--- config.mk ---
export PLATFORM = sky130hd
export DESIGN_NAME = lockseq_ctrl
export DESIGN_NICKNAME = d
export VERILOG_FILES = /design/src/rtl/lockseq_pkg.sv /design/src/rtl/lockseq_len_clamp.sv /design/src/rtl/lockseq_kind_decode.sv /design/src/rtl/lockseq_count.sv /design/src/rtl/lockseq_ctrl.sv
export SDC_FILE = /design/constraint.sdc
export NUM_CORES = 1
export LEC_CHECK = 0
export BUFFER_PORTS_ARGS = -buffer_cell sky130_fd_sc_hd__clkbuf_2
export CORE_UTILIZATION = 40
export DETAILED_ROUTE_END_ITERATION = 8
export PLACE_DENSITY = 0.71
export SETUP_SLACK_MARGIN = 0.4
export SLEW_MARGIN = 5
export SYNTH_ARGS = -nofsm -noshare
export SYNTH_HDL_FRONTEND = slang
export SYNTH_HIERARCHICAL = 1
export SYNTH_SLANG_ARGS = --single-unit
--- constraint.sdc ---
create_clock -name clk -period 1.8 [get_ports clk]
set_input_delay 0.27 -clock clk [delete_from_list [all_inputs] [get_ports clk]]
set_output_delay 0.27 -clock clk [all_outputs]
set_load 0.05 [all_outputs]
--- src/rtl/lockseq_pkg.sv ---
// Shared kind codes and override flag bundle for the locked sequence controller.
// Assumes a 3-bit kind field; codes above KIND_SEG_XREG are reserved.
package lockseq_pkg;

    typedef enum logic [2:0] {
        KIND_LOCK      = 3'd0,
        KIND_XREG      = 3'd1,
        KIND_PAGE      = 3'd2,
        KIND_SEG       = 3'd3,
        KIND_PAGE_XREG = 3'd4,
        KIND_SEG_XREG  = 3'd5
    } seq_kind_e;

    typedef struct packed {
        logic xreg;
        logic page;
        logic seg;
    } ovr_flags_t;

endpackage

--- src/rtl/lockseq_len_clamp.sv ---
// Clamps the requested window length into 1..MAX_LEN.
// Purely combinational; assumes MAX_LEN fits in CNT_W bits.
module lockseq_len_clamp #(
    parameter int LEN_W   = 3,
    parameter int MAX_LEN = 4,
    parameter int CNT_W   = $clog2(MAX_LEN + 1)
) (
    input  logic [LEN_W-1:0] len_i,
    output logic [CNT_W-1:0] len_o
);

    localparam logic [LEN_W-1:0] MAX_IN  = LEN_W'(MAX_LEN);
    localparam logic [CNT_W-1:0] MAX_CNT = CNT_W'(MAX_LEN);

    // Map zero to one and oversize requests to the ceiling.
    always_comb begin
        if (len_i == '0)
            len_o = CNT_W'(1);
        else if (len_i > MAX_IN)
            len_o = MAX_CNT;
        else
            len_o = CNT_W'(len_i);
    end

endmodule

--- src/rtl/lockseq_kind_decode.sv ---
// Turns a kind code into override flags and a validity bit.
// Purely combinational; reserved codes give valid_o low and no flags.
module lockseq_kind_decode
    import lockseq_pkg::*;
(
    input  logic [2:0]  kind_i,
    output ovr_flags_t  flags_o,
    output logic        valid_o
);

    // One row per defined kind; everything else is reserved.
    always_comb begin
        flags_o = '0;
        valid_o = 1'b1;
        case (kind_i)
            KIND_LOCK:      flags_o = '0;
            KIND_XREG:      flags_o.xreg = 1'b1;
            KIND_PAGE:      flags_o.page = 1'b1;
            KIND_SEG:       flags_o.seg  = 1'b1;
            KIND_PAGE_XREG: begin flags_o.page = 1'b1; flags_o.xreg = 1'b1; end
            KIND_SEG_XREG:  begin flags_o.seg  = 1'b1; flags_o.xreg = 1'b1; end
            default:        valid_o = 1'b0;
        endcase
    end

endmodule

--- src/rtl/lockseq_count.sv ---
// Remaining-instruction counter of the protected window.
// Priority: reset, flush, load, step. Stepping at zero is ignored.
module lockseq_count #(
    parameter int CNT_W = 3
) (
    input  logic             clk,
    input  logic             rst_n,
    input  logic             flush_i,
    input  logic             load_i,
    input  logic [CNT_W-1:0] load_val_i,
    input  logic             step_i,
    output logic [CNT_W-1:0] cnt_o
);

    logic [CNT_W-1:0] cnt_q;

    // Track instructions still owed to the window.
    always_ff @(posedge clk) begin
        if (!rst_n)
            cnt_q <= '0;
        else if (flush_i)
            cnt_q <= '0;
        else if (load_i)
            cnt_q <= load_val_i;
        else if (step_i && cnt_q != '0)
            cnt_q <= cnt_q - CNT_W'(1);
    end

    assign cnt_o = cnt_q;

endmodule

--- src/rtl/lockseq_ctrl.sv ---
// Locked instruction sequence controller: opens a window of 1..MAX_LEN retired
// instructions with interrupts held off and optional address overrides.
// Assumes retire_i pulses once per retired instruction, and that the start
// command's own retire, if it shares the cycle, is not part of the window.
module lockseq_ctrl
    import lockseq_pkg::*;
#(
    parameter int LEN_W   = 3,
    parameter int MAX_LEN = 4,
    parameter int PAGE_W  = 10,
    parameter int SEG_W   = 8
) (
    input  logic              clk,
    input  logic              rst_n,
    input  logic              start_i,
    input  logic [2:0]        start_kind_i,
    input  logic [LEN_W-1:0]  start_len_i,
    input  logic [PAGE_W-1:0] start_page_i,
    input  logic [SEG_W-1:0]  start_seg_i,
    input  logic              retire_i,
    input  logic              severe_trap_i,
    output logic              irq_mask_o,
    output logic              ext_reg_o,
    output logic              page_ovr_o,
    output logic [PAGE_W-1:0] page_val_o,
    output logic              seg_ovr_o,
    output logic [SEG_W-1:0]  seg_val_o
);

    localparam int CNT_W = $clog2(MAX_LEN + 1);

    ovr_flags_t        dec_flags;
    logic              dec_valid;
    logic [CNT_W-1:0]  len_clamped;
    logic [CNT_W-1:0]  cnt;
    logic              start_ok;
    logic              active;
    ovr_flags_t        flags_q;
    logic [PAGE_W-1:0] page_q;
    logic [SEG_W-1:0]  seg_q;

    lockseq_kind_decode u_dec (
        .kind_i  (start_kind_i),
        .flags_o (dec_flags),
        .valid_o (dec_valid)
    );

    lockseq_len_clamp #(
        .LEN_W   (LEN_W),
        .MAX_LEN (MAX_LEN),
        .CNT_W   (CNT_W)
    ) u_clamp (
        .len_i (start_len_i),
        .len_o (len_clamped)
    );

    // A start counts only with a defined kind and no trap in the same cycle.
    assign start_ok = start_i && dec_valid && !severe_trap_i;

    lockseq_count #(
        .CNT_W (CNT_W)
    ) u_cnt (
        .clk        (clk),
        .rst_n      (rst_n),
        .flush_i    (severe_trap_i),
        .load_i     (start_ok),
        .load_val_i (len_clamped),
        .step_i     (retire_i),
        .cnt_o      (cnt)
    );

    // Capture kind flags and operand values for the window being opened.
    always_ff @(posedge clk) begin
        if (!rst_n || severe_trap_i) begin
            flags_q <= '0;
            page_q  <= '0;
            seg_q   <= '0;
        end else if (start_ok) begin
            flags_q <= dec_flags;
            page_q  <= start_page_i;
            seg_q   <= start_seg_i;
        end
    end

    // Window is live while instructions remain and no severe trap is present.
    assign active = (cnt != '0) && !severe_trap_i;

    // Gate every output with the live window; value buses read zero when idle.
    always_comb begin
        irq_mask_o = active;
        ext_reg_o  = active && flags_q.xreg;
        page_ovr_o = active && flags_q.page;
        seg_ovr_o  = active && flags_q.seg;
        page_val_o = page_ovr_o ? page_q : '0;
        seg_val_o  = seg_ovr_o  ? seg_q  : '0;
    end

endmodule

==> flow_summary.ini <==
[place]
place_area_mm2 = 0.00198
numPortBuffers = 50
gp_congestion = 0.724
place_hpwl_um = 2470
placedCellCount = 262

[power]
vdd_drop_max_mv = 0.423
total_power_w = 0.00133
seqPwrFrac_pct = 42.0
power_switching_w = 0.000354
power_frac_comb_pct = 22.4
p_clk_share_pct = 35.6
power_density_mw_per_mm2 = 558
intPower_w = 0.000973
power_leakage_nw = 0.972
p_sw_share_pct = 26.6

[synthesis]
yosysWarnings = 6
synth_most_common_cell = dfxtp_1
synth-edff-count = 0
syn-cell-area_mm2 = 0.00150
yosysUniqueCellTypes = 26
syn_avg_cell_area_um2 = 8.43
ys_seq_area_share_pct = 32.0
yosysTopAreaCell = dfxtp_1
synth.top_cells.by_area = dfxtp_1 32%, a21bo_1 12%, a21oi_2 11%, nand3_1 7.0%, nor3_1 6.0%
ys_ff_latch = 24
synth_nets = 209
synth.top_cell.area_share_pct = 32.0
synth_commonest_cells = 24 x dfxtp_1, 22 x nand2_1, 21 x nand3_1
syn_inst = 178
ys_async_sr_fraction_pct = 0
synthFlopType = dfxtp_1

[critical_path]
end_kind = primary output
crit_type = reg2out
worstPathMaxFanout = 7
cp.arrival_ns = 1.40
crit_required_ns = 1.53
worst_setup_path_start_kind = flop

[finish]
final_util_pct = 68.6
finalNonFillerCells = 275
fillers = 263
area_growth_pct = 58.5
final_area_mm2 = 0.00238
drive_above_1_share_pct = 54.6
layout.nets = 261
final-seq-area_um2 = 489
n_antenna_cell = 0
multiInputGateArea_mm2 = 0.00112

[floorplanning]
die_area_mm2 = 0.00400
core-area_mm2 = 0.00347
fp-row-count = 21
fp.dieH_um = 63.2
io_pins = 51
die_x_um = 63.2
start_util_pct = 43.3

[sta]
tightest_slew_ns = 0.464
max_slew_margin_pct = 68.9
fmax_mhz = 598
fin_worst_skew_ns = 0.000124
hold_viol = 0
drv_slew = 0
post-route-period-util_pct = 92.9
grt_setup_unrepaired = yes
setup_viol = 0
finalCriticalPeriod_ns = 1.67
setup_tns_ns = 0

[clock_network]
htreeDepth = 1
cts_root_buf = clkbuf_8
clk_path_buf_depth = 2
clk_pin_slew_ns = 0.09
cts_tree = done
cts_buffers = 3
clk_latency_ns = 0.26
cts_sinks = 24

[route]
drt-initial-drc-count = 54
dr.max_layer_used = met4
vias = 1451
viasPerCell = 5.28
wl_per_cell_um = 14.3
dr_wl_met3_um = 133
met2WireLength_um = 1960
drt_drc_violations_left = 0
drtPass1Iterations = 4
postRouteAntennaNets = 0
wl_met1_um = 1800
routed_wl_um = 3940

[global_routing]
gr-total-overflow = 0
grt_start_max_net_pins = 43
grt_pass1_vias = 1397
grt_pass1_wl_um = 6620
grt_antenna_before_repair = 0
grt_usage_pct = 20.8

[run_status]
status = completed

[hold_path]
hp-class = in2reg

[job]
drv_cap = 0
## layout make-up
cell class	count	share of cell area, %
timing repair buffer	66	26.0
clock buffer	3	1.74
inverter	5	0.789
sequential	24	20.6
multi-input combinational	130	47.2
tap	46	2.42
clock inverter	1	1.26
## critical path: stages (launching register included)
cell	delay (ns)
dfxtp_2	0.35
nor3_4	0.27
buf_6	0.16
buf_12	0.15
nor3_4	0.04
clkbuf_8	0.18
## what timing repair did
action / in CTS / in global routing
setup buffers: 7 / 1
gates resized for setup: 52 / 15
setup endpoints to repair: 25 / 25
endpoints found under the hold margin: 0 / 0
gates cloned: 1 / 0
hold buffers: 0 / 0
pin swaps: 16 / 3
## stage by stage
stage	setup slack, ns	hold slack (ns)
6_report	0.128	0.229
5_1_grt	0.0744	0.232
4_1_cts	0.151	0.226
3_5_place_dp	0.293	0.517
3_3_place_gp	0.301	0.512
2_1_floorplan	-0.0290	0.402
## cells in the final DEF, fill, tap and decap left out, types with 4 or more instances in the layout
cell type	synthesis	layout
a21bo_1	18	18
clkbuf_2	0	29
buf_4	4	8
nor2_1	5	4
nand3_1	21	21
inv_1	5	4
clkbuf_8	1	10
buf_8	0	10
a21oi_1	5	5
nand2_1	22	22
a21oi_2	18	18
dfxtp_1	24	19
nor3_4	0	19
buf_6	5	5
dfxtp_2	0	4
## final timing paths
path / slack (ns) / depth (start not counted) / start / endpoint
hold reg to reg: 0.53 / 2 / u_cnt/cnt_o[1]$_SDFFE_PP0P_ / u_cnt/cnt_o[1]$_SDFFE_PP0P_
setup / recovery: 0.13 / 5 / u_cnt/cnt_o[2]$_SDFFE_PP0P_ / seg_val_o[5]
setup reg to reg: 0.24 / 8 / u_cnt/cnt_o[0]$_SDFFE_PP0P_ / u_cnt/cnt_o[2]$_SDFFE_PP0P_
hold / removal: 0.23 / 3 / start_seg_i[7] / seg_q[7]$_SDFFE_PP0P_
## power groups by stage
stage	sequential (W)	combinational (W)	clock (W)
after floorplan	0.000565	0.000183	0
after global placement	0.000570	0.000240	0
after detailed placement	0.000570	0.000242	0
after CTS	0.000557	0.000290	0.000478
after global routing	0.000559	0.000322	0.000503
final	0.000557	0.000297	0.000472
## sequential cells by signal (all words and copies together) (netlist names)
register     flops
page_q          10
seg_q            8
flags_q          3
u_cnt/cnt_o      3
## logic make-up after synthesis
kind of cell / synth area share (%)
AND/OR/NAND/NOR: 26.9
buffers and inverters: 10.8
flip-flops: 32.0
XOR/XNOR: 1.17
AO/OA/AOI/OAI: 27.5
adder cells (fa/ha/maj): 1.67
## layer usage
metal | vias up | GRT usage [%]
met5 | - | 0
met4 | 0 | 4.83
met3 | 6 | 4.17
met2 | 35 | 34.1
met1 | 688 | 27.8
li1 | 722 | -
(Power assumes the default switching activity.)
